--- src/rtl/sa_seq_pkg.sv ---
package sa_seq_pkg;

   localparam int INSTR_W = 48;

   localparam logic [3:0] OPC_WLOAD = 4'h1;
   localparam logic [3:0] OPC_CMPT  = 4'h2;

   typedef struct packed {
      logic [3:0] opcode;
      logic [3:0] flags;
      logic [7:0] count;
      logic [7:0] col_mask;
      logic [7:0] row_mask;
      logic [7:0] addr;
      logic [7:0] cond;
   } instr_t;

   function automatic logic [7:0] reps_left_init(input logic [7:0] cnt);
      return (cnt == 8'd0) ? 8'd0 : cnt - 8'd1;
   endfunction

endpackage

--- src/rtl/sa_seq_ctrl.sv ---
module sa_seq_ctrl
   import sa_seq_pkg::*;
#(
   parameter int N  = 4,
   parameter int CW = 4
) (
   input  logic                clk,
   input  logic                rst,
   input  logic                instr_valid,
   input  logic [INSTR_W-1:0]  instr_word,
   output logic                instr_ready,
   output logic                busy,
   output logic                done,
   output logic                load_act,
   output logic                cmpt_act,
   output logic [CW-1:0]       cnt,
   output logic [N-1:0]        col_mask,
   output logic [N-1:0]        row_mask
);

   localparam int LOAD_LAST = N;
   localparam int CMPT_LAST = 3 * N - 2;

   instr_t          iw;
   logic            busy_q;
   logic [3:0]      op_q;
   logic [CW-1:0]   cnt_q;
   logic [7:0]      reps_q;
   logic [N-1:0]    cm_q;
   logic [N-1:0]    rm_q;
   logic [CW-1:0]   last_cnt;
   logic            accept;
   logic            at_last;

   assign iw = instr_t'(instr_word);

   // Fields that carry no meaning for sequencing, plus mask bits beyond N.
   logic unused_fields;
   generate
      if (N < 8) begin : g_hi_unused
         assign unused_fields = ^{iw.flags, iw.addr, iw.cond,
                                  iw.col_mask[7:N], iw.row_mask[7:N]};
      end else begin : g_hi_none
         assign unused_fields = ^{iw.flags, iw.addr, iw.cond};
      end
   endgenerate

   always_comb begin
      case (op_q)
         OPC_WLOAD: last_cnt = CW'(LOAD_LAST);
         OPC_CMPT:  last_cnt = CW'(CMPT_LAST);
         default:   last_cnt = '0;
      endcase
   end

   assign accept  = instr_valid && !busy_q;
   assign at_last = busy_q && (cnt_q == last_cnt);

   always_ff @(posedge clk) begin
      if (rst) begin
         busy_q <= 1'b0;
         op_q   <= 4'h0;
         cnt_q  <= '0;
         reps_q <= 8'd0;
         cm_q   <= '0;
         rm_q   <= '0;
      end else if (accept) begin
         busy_q <= 1'b1;
         op_q   <= iw.opcode;
         cnt_q  <= '0;
         reps_q <= reps_left_init(iw.count);
         cm_q   <= iw.col_mask[N-1:0];
         rm_q   <= iw.row_mask[N-1:0];
      end else if (busy_q) begin
         if (at_last) begin
            if (reps_q == 8'd0) begin
               busy_q <= 1'b0;
               cnt_q  <= '0;
            end else begin
               reps_q <= reps_q - 8'd1;
               cnt_q  <= '0;
            end
         end else begin
            cnt_q <= cnt_q + CW'(1);
         end
      end
   end

   assign instr_ready = !busy_q;
   assign busy        = busy_q;
   assign done        = at_last && (reps_q == 8'd0);
   assign load_act    = busy_q && (op_q == OPC_WLOAD);
   assign cmpt_act    = busy_q && (op_q == OPC_CMPT);
   assign cnt         = cnt_q;
   assign col_mask    = cm_q;
   assign row_mask    = rm_q;

   p_accept_starts_r2: assert property (@(posedge clk) disable iff (rst)
      (instr_valid && instr_ready) |=> (busy && cnt == '0));

   p_done_then_idle_r8: assert property (@(posedge clk) disable iff (rst)
      done |=> !busy);

   p_cnt_in_phase_r7: assert property (@(posedge clk) disable iff (rst)
      busy |-> (cnt <= CW'(CMPT_LAST)));

endmodule

--- src/rtl/sa_stagger_lanes.sv ---
module sa_stagger_lanes #(
   parameter int N    = 4,
   parameter int CW   = 4,
   parameter int BASE = 1,
   parameter int SPAN = 1
) (
   input  logic          clk,
   input  logic          rst,
   input  logic          act,
   input  logic [CW-1:0] cnt,
   input  logic [N-1:0]  mask,
   output logic [N-1:0]  en
);

   generate
      if (SPAN < 1) begin : g_bad_span
         $error("sa_stagger_lanes: SPAN must be at least 1");
      end
      if (BASE + N + SPAN - 2 >= (1 << CW)) begin : g_bad_cw
         $error("sa_stagger_lanes: counter too narrow for lane windows");
      end

      for (genvar i = 0; i < N; i++) begin : g_lane
         localparam int LO = BASE + i;
         localparam int HI = BASE + i + SPAN - 1;
         if (SPAN == 1) begin : g_point
            assign en[i] = act && mask[i] && (cnt == CW'(LO));
         end else begin : g_window
            assign en[i] = act && mask[i] && (cnt >= CW'(LO)) && (cnt <= CW'(HI));
         end
      end
   endgenerate

   p_lane_needs_phase_r9: assert property (@(posedge clk) disable iff (rst)
      (|en) |-> act);

endmodule

--- src/rtl/sa_ucode_seq.sv ---
module sa_ucode_seq
   import sa_seq_pkg::*;
#(
   parameter int N = 4
) (
   input  logic               clk,
   input  logic               rst,
   input  logic               instr_valid,
   input  logic [INSTR_W-1:0] instr_word,
   output logic               instr_ready,
   output logic               busy,
   output logic               done,
   output logic               wfifo_pop,
   output logic [N-1:0]       col_capture,
   output logic [N-1:0]       row_read,
   output logic [N-1:0]       acc_valid
);

   localparam int CW = $clog2(3 * N);

   generate
      if (N < 2 || N > 8) begin : g_bad_n
         $error("sa_ucode_seq: N must lie in 2..8 to fit the 8-bit masks");
      end
   endgenerate

   logic          load_act;
   logic          cmpt_act;
   logic [CW-1:0] cnt;
   logic [N-1:0]  cm;
   logic [N-1:0]  rm;

   sa_seq_ctrl #(.N(N), .CW(CW)) u_ctrl (
      .clk         (clk),
      .rst         (rst),
      .instr_valid (instr_valid),
      .instr_word  (instr_word),
      .instr_ready (instr_ready),
      .busy        (busy),
      .done        (done),
      .load_act    (load_act),
      .cmpt_act    (cmpt_act),
      .cnt         (cnt),
      .col_mask    (cm),
      .row_mask    (rm)
   );

   // Column capture: a single cycle per column, diagonal wavefront.
   sa_stagger_lanes #(.N(N), .CW(CW), .BASE(1), .SPAN(1)) u_cap (
      .clk (clk), .rst (rst), .act (load_act), .cnt (cnt), .mask (cm), .en (col_capture)
   );

   // Row reads: row i open for cycles i+1 .. N+i-1.
   sa_stagger_lanes #(.N(N), .CW(CW), .BASE(1), .SPAN(N - 1)) u_rows (
      .clk (clk), .rst (rst), .act (cmpt_act), .cnt (cnt), .mask (rm), .en (row_read)
   );

   // Accumulator strobes: same stagger, shifted by the array depth.
   sa_stagger_lanes #(.N(N), .CW(CW), .BASE(N + 1), .SPAN(N - 1)) u_acc (
      .clk (clk), .rst (rst), .act (cmpt_act), .cnt (cnt), .mask (cm), .en (acc_valid)
   );

   assign wfifo_pop = load_act;

   p_pop_while_busy_r3: assert property (@(posedge clk) disable iff (rst)
      wfifo_pop |-> busy);

   p_capture_single_r4: assert property (@(posedge clk) disable iff (rst)
      $onehot0(col_capture));

   p_phases_exclusive_r5: assert property (@(posedge clk) disable iff (rst)
      (|row_read) |-> (!wfifo_pop && col_capture == '0));

endmodule

--- config.mk ---
export PLATFORM = sky130hd
export DESIGN_NAME = sa_ucode_seq
export DESIGN_NICKNAME = d
export VERILOG_FILES = /design/src/rtl/sa_seq_pkg.sv /design/src/rtl/sa_seq_ctrl.sv /design/src/rtl/sa_stagger_lanes.sv /design/src/rtl/sa_ucode_seq.sv
export SDC_FILE = /design/constraint.sdc
export NUM_CORES = 1
export LEC_CHECK = 0
export BUFFER_PORTS_ARGS = -buffer_cell sky130_fd_sc_hd__clkbuf_2
export CAP_MARGIN = 20
export CORE_MARGIN = 4
export CORE_UTILIZATION = 48
export DETAILED_ROUTE_END_ITERATION = 12
export PLACE_DENSITY = 0.76
export SETUP_SLACK_MARGIN = 0.3
export SYNTH_ARGS = -nofsm -noshare
export SYNTH_HDL_FRONTEND = slang
export SYNTH_SLANG_ARGS = --single-unit
export TNS_END_PERCENT = 30
--- constraint.sdc ---
create_clock -name clk -period 2.27 [get_ports clk]
set_input_delay 0.5675 -clock clk [delete_from_list [all_inputs] [get_ports clk]]
set_output_delay 0.5675 -clock clk [all_outputs]
set_load 0.02 [all_outputs]
== Word-level counts from Yosys, hierarchy flattened ==
Cells that the tools add are included.

* Bits in registers: 25
* Input port bits: 51
* Output and inout port bits: 16
* Word-level logic and storage cells: 88

* $add $sub $neg: 3
* $lt $le $gt $ge: 16
* Equal/unequal tests: 8
* Multiplexer cells: 11
* Reductions and logical operators: 44

{| class="wikitable"
|+ Operators with widths
! operator !! number
|-
| $mux W8 || 5
|-
| $logic_and A1 B1 Y1 || 37
|-
| $ge A4 B3 Y1 const B || 4
|-
| $le A4 B3 Y1 const B || 4
|-
| $logic_not A8 Y1 || 2
|-
| $sub A8 B1 Y8 const B || 2
|-
| $eq A4 B2 Y1 const B || 3
|-
| $le A4 B4 Y1 const B || 3
|-
| $eq A4 B1 Y1 const B || 2
|-
| $ge A4 B2 Y1 const B || 2
|-
| $pmux W4 S2 || 1
|-
| $add A4 B1 Y4 const B || 1
|-
| $eq A4 B3 Y1 const B || 1
|-
| $eq A4 B4 Y1 || 1
|-
| $ge A4 B1 Y1 const B || 1
|-
| $ge A4 B4 Y1 const B || 1
|-
| $le A4 B2 Y1 const B || 1
|-
| $mux W1 || 4
|-
| $mux W4 || 1
|-
| $reduce_bool A2 Y1 || 2
|-
| $reduce_and A3 Y1 || 1
|-
| $ne A2 B1 Y1 const B || 1
|-
| $reduce_or A2 Y1 || 1
|-
| $logic_not A1 Y1 || 1
|}

== Logic depth before layout (Yosys ltp) ==
* Depth after elaboration: 7
* Mapped depth: 7
* Mapped depth without buffers: 7

== Modules after synthesis ==
Synthesis repeated with hierarchy kept, for this count alone.

* Cells, all modules: 207
* Area total of the unflattened synthesis: 1597.8 um^2

{| class="wikitable"
|+ By module, submodules not included
! module !! instances !! cells an instance !! area an instance (um^2) !! seq. area each (um^2)
|-
| sa_seq_ctrl || 1 || 175 || 1371.3 || 500.5
|-
| sa_stagger_lanes at u_rows || 1 || 13 || 87.6 || 0.0
|-
| sa_stagger_lanes at u_acc || 1 || 13 || 82.6 || 0.0
|-
| sa_stagger_lanes at u_cap || 1 || 6 || 56.3 || 0.0
|}

== Worst setup path before layout ==
OpenSTA, ideal clock, no wires.

* Path type: reg2out
* Start point: register u_ctrl.busy_q, in the netlist u_ctrl.busy
* End point: output done
* Arrival: 1762 ps
* Data required time: 1702 ps
* Slack: -60 ps
* Stages on the path, launching flop included: 6
* Buffers on the path: 1
* Cell sequence: dfxtp_1 -> clkbuf_1 -> inv_1 -> nor2_1 -> nand3_1 -> nor2_1

* Word-level cells in the longest chain between the ends: 2

{| class="wikitable"
|+ Ends and longest elaborated chain
! what !! line !! text
|-
| start, declared || sa_seq_ctrl.sv:25 || <nowiki>logic busy_q;</nowiki>
|-
| start signal, assigned || sa_seq_ctrl.sv:61 || <nowiki>busy_q <= 1'b0;</nowiki>
|-
| start signal, assigned || sa_seq_ctrl.sv:68 || <nowiki>busy_q <= 1'b1;</nowiki>
|-
| start signal, assigned || sa_seq_ctrl.sv:77 || <nowiki>busy_q <= 1'b0;</nowiki>
|-
| $logic_and A1 B1 Y1 || sa_seq_ctrl.sv:57 || <nowiki>assign at_last = busy_q && (cnt_q == last_cnt);</nowiki>
|-
| $logic_and A1 B1 Y1 || sa_seq_ctrl.sv:91 || <nowiki>assign done = at_last && (reps_q == 8'd0);</nowiki>
|-
| end, declared || sa_ucode_seq.sv:12 || <nowiki>output logic done,</nowiki>
|}

No other way between the ends.

== Final worst setup path ==
* Start point: register u_ctrl.op_q[0]
* End point: output done

* Word-level cells in the longest chain between the ends: 5
* Elaborated cells between the ends (all ways): 6
* Those cells by class: eq/ne (3); mux (1); reduce/logical (2)

{| class="wikitable"
|+ Ends and longest elaborated chain
! what !! line !! text
|-
| start, declared || sa_seq_ctrl.sv:26 || <nowiki>logic [3:0] op_q;</nowiki>
|-
| start signal, assigned || sa_seq_ctrl.sv:69 || <nowiki>op_q <= iw.opcode;</nowiki>
|-
| $eq A4 B2 Y1 / $eq A4 B1 Y1 (equally long branches) || sa_seq_ctrl.sv:49 || <nowiki>case (op_q)</nowiki>
|-
| $pmux W4 S2 * || sa_seq_ctrl.sv:49 ||
|-
| $eq A4 B4 Y1 * || sa_seq_ctrl.sv:57 ||
|-
| $logic_and A1 B1 Y1 * || sa_seq_ctrl.sv:57 ||
|-
| $logic_and A1 B1 Y1 * || sa_seq_ctrl.sv:91 ||
|}

Every way passes the cells marked *; elsewhere a longest branch is shown, timed or not.

==> reports/qor.json <==
{
  "detail_route.vias_per_cell": 5.77,
  "cts_num_sinks": 25,
  "grt_pass1_vias": 1616,
  "synth_warnings": 0,
  "hold_viol": 0,
  "endpoint_kind": "output pin",
  "max-clock-path-buffers": 2,
  "timing.hold.ws_ps": 437,
  "slowest_delay_ps": 390,
  "antenna_found_initial": 0,
  "comb_power_share_pct": 41.7,
  "initial_utilization_pct": 51.3,
  "drt_drc_violations_left": 0,
  "placed_cell_area_um2": 1880,
  "wl_per_cell_um": 16.5,
  "drt_iter0_drc": 154,
  "die-area_um2": 4300,
  "post_synthesis_compound_gate_area_fraction_pct": 15.7,
  "criticalPathCategory": "register to output pin",
  "synth_largest_type_area_fraction_pct": 31.4,
  "yosysSeqAreaShare_pct": 31.4,
  "clock_root_buffer": "sky130_fd_sc_hd__clkbuf_4",
  "drv.max_cap_violation_count": 0,
  "critical_path.slowest_cell": "sky130_fd_sc_hd__dfxtp_4",
  "power_switching_w": 0.000449,
  "yosys-mux-area-fraction_pct": 4.40,
  "layout_worst_path_cycle_share_pct": 104,
  "postSynth.topFlopCell": "sky130_fd_sc_hd__dfxtp_1",
  "synth.net_count": 263,
  "design_area_um2": 2360,
  "pre_cts_ws_ps": 129,
  "synthXorXnorAreaFrac_pct": 5.50,
  "largest_cells_by_area_after_synthesis": "sky130_fd_sc_hd__dfxtp_1, sky130_fd_sc_hd__nand2_1, sky130_fd_sc_hd__ha_1, sky130_fd_sc_hd__a21oi_1, sky130_fd_sc_hd__mux2i_1",
  "power.internal_w": 0.000808,
  "timing_worst_slew_pin_value_ps": 576,
  "switching_share_pct": 35.7,
  "worst_ep_arrival_time_ps": 1790,
  "io_pins": 67,
  "post-dp-hpwl_um": 2870,
  "synth_simple_gate_area_share_pct": 32.5,
  "worstPathMaxFanout": 5,
  "post-layout-total-power_w": 0.00126,
  "synth_top_family_by_area": "simple AND/OR/NAND/NOR gates",
  "die-width_um": 65.6,
  "clock_slew_seen_by_the_registers_of_the_worst_setup_and_hold_paths_ps": 140,
  "crit_chain": "nor4b_4 -> mux2i_2 -> nand3_2 -> nor2_4 -> buf_8",
  "grt_start_max_net_pins": 29,
  "mostFrequentLayoutCells": "sky130_fd_sc_hd__nand2_1, sky130_fd_sc_hd__clkbuf_2, sky130_fd_sc_hd__buf_4",
  "final_nets": 321,
  "failing_checks": "setup timing",
  "gp_congestion": 0.809,
  "synth_area_um2": 1590,
  "pwr-share-clk_pct": 16.3,
  "synth_top_area_cell": "sky130_fd_sc_hd__dfxtp_1",
  "setup_slack_ps": -89.4,
  "asyncSetResetFlopFracSynth_pct": 0,
  "drt.antenna.violating_nets": 0,
  "crit_path_start_kind": "register",
  "detailedRoute.firstPassIterationCount": 4,
  "mostFrequentLayoutCell": "sky130_fd_sc_hd__nand2_1",
  "globalRouteOverflowTotal": 0,
  "number_of_flops_mapped_to_enable_cells_by_yosys": 0,
  "drive_above_1_share_pct": 43.9,
  "area_growth_syn_to_layout_pct": 48.5,
  "std_cell_rows": 20,
  "critical-path-top-delay-family": "simple AND/OR/NAND/NOR gates",
  "io_buffer_count": 38,
  "floorplan.die.height_um": 65.6,
  "h-tree-depth": 1,
  "ys_seq_elements": 25,
  "antenna_cells": 0,
  "post_synth_fa_ha_maj_area_fraction_pct": 5.50,
  "grt_pass1_wl_um": 7650,
  "fin_util_pct": 76.2,
  "run_status": "finished with violations",
  "fin_crit_ps": 2360,
  "post_synth_num_cell_types": 38,
  "path_buf_inv": 1,
  "power_leakage_nw": 0.962,
  "hp-class": "input port to register",
  "power-per-cell-area_nw_per_um2": 532,
  "grt_setup_unrepaired": "true",
  "tritoncts.num_buffers": 3,
  "fmax_mhz": 424,
  "tritoncts": "yes",
  "synthCells": 205,
  "setup-violations-final": 2,
  "groute.usage.overall_pct": 23.2,
  "fin_worst_skew_ps": 14.7,
  "detailroute.via_count": 1766,
  "slew_headroom_pct": 61.6,
  "synthesis.area_per_instance_um2": 7.76,
  "count_of_pins_over_their_slew_limit": 0,
  "routed_wirelength_um": 5050,
  "seqPwrFrac_pct": 42.0,
  "vdd.ir_drop.worst_mv": 0.418,
  "placeable_core_area_um2": 3100,
  "insertion_delay_ps": 330,
  "timing.critical_path.required_ps": 1700
}
-- cell usage after synthesis (5+ instances only) --
| library cell | n |
|---|---|
| sky130_fd_sc_hd__mux2i_1 | 7 |
| sky130_fd_sc_hd__ha_1 | 7 |
| sky130_fd_sc_hd__nor3_1 | 8 |
| sky130_fd_sc_hd__a21oi_1 | 17 |
| sky130_fd_sc_hd__xnor2_1 | 8 |
| sky130_fd_sc_hd__dfxtp_1 | 25 |
| sky130_fd_sc_hd__clkbuf_1 | 9 |
| sky130_fd_sc_hd__inv_1 | 11 |
| sky130_fd_sc_hd__nor2_1 | 16 |
| sky130_fd_sc_hd__and3_1 | 8 |
| sky130_fd_sc_hd__nor4_1 | 6 |
| sky130_fd_sc_hd__o22ai_1 | 5 |
| sky130_fd_sc_hd__nand2_1 | 30 |
-- logic make-up (layout without fill, tap and decap cells) --
| logic type | count (synthesis) | in the layout |
|---|---|---|
| and+or+nand+nor | 98 | 98 |
| AOI/OAI and AO/OA | 37 | 37 |
| DFF | 25 | 25 |
| buffers and inverters | 21 | 78 |
| xor gates and xnor gates | 10 | 10 |
| adders and majority gates | 7 | 7 |
| muxes | 7 | 7 |
-- power by group through the flow --
| stage | registers [W] | logic [W] | clock network, W |
|---|---|---|---|
| 2_1_floorplan | 0.000524 | 0.000290 | 0 |
| 4_1_cts | 0.000523 | 0.000467 | 0.000204 |
| 3_5_place_dp | 0.000531 | 0.000390 | 0 |
| 3_3_place_gp | 0.000530 | 0.000385 | 0 |
| 6_report | 0.000528 | 0.000525 | 0.000205 |
| 5_1_grt | 0.000532 | 0.000567 | 0.000227 |
-- path summary, 6_finish.rpt --
path | startpoint | endpoint | slack, ps | cells past startpoint
min reg2reg | u_ctrl.row_mask[0] | u_ctrl.row_mask[0] | 460 | 2
min | instr_word[24] | u_ctrl.col_mask[0] | 440 | 3
max | u_ctrl.op_q[0] | done | -90 | 5
max reg2reg | u_ctrl.op_q[0] | u_ctrl.reps_q[6] | 60 | 8
-- layout make-up --
| cell class | count | area [um^2] |
|---|---|---|
| multi-input cells | 159 | 1190 |
| inverters | 11 | 46.3 |
| flip-flops and latches | 25 | 537 |
| clock buffers | 4 | 26.3 |
| fillers | 231 | 739 |
| repair buffers | 63 | 504 |
| well taps | 44 | 55.1 |
-- worst min-delay path, delay by kind of cell --
kind | cells | cell delay, ps
simple gates | 1 | 50
compound gates | 1 | 50
buf+inv | 1 | 80
-- sequential cells by signal (all words and copies together) (netlist names) --
name	count
u_ctrl.op_q	4
u_ctrl.row_mask	4
u_ctrl.reps_q	8
u_ctrl.col_mask	4
u_ctrl.busy	1
u_ctrl.cnt	4
-- through the flow --
step           std cells  TNS [ps]
2_1_floorplan        205         0
3_3_place_gp         286         0
3_5_place_dp         286         0
4_1_cts              299     -74.2
5_1_grt              306      -491
6_report             306     -93.8
-- metal layers --
layer / global-route usage [%] / share of wire, % / vias to the layer above
met5: 0 / 0 / -
met4: 10.1 / 1.2 / 0
met3: 4.62 / 6.5 / 8
met2: 40.7 / 53 / 75
met1: 27.2 / 39 / 830
li1: - / - / 853
-- repair_timing --
action | CTS | global route
cloned | 0 | 0
hold buffers | 0 | 0
pin swaps | 27 | 26
setup endpoints to repair | 19 | 20
resized for setup | 73 | 28
buffers inserted | 9 | 7
(Power assumes the default switching activity.)
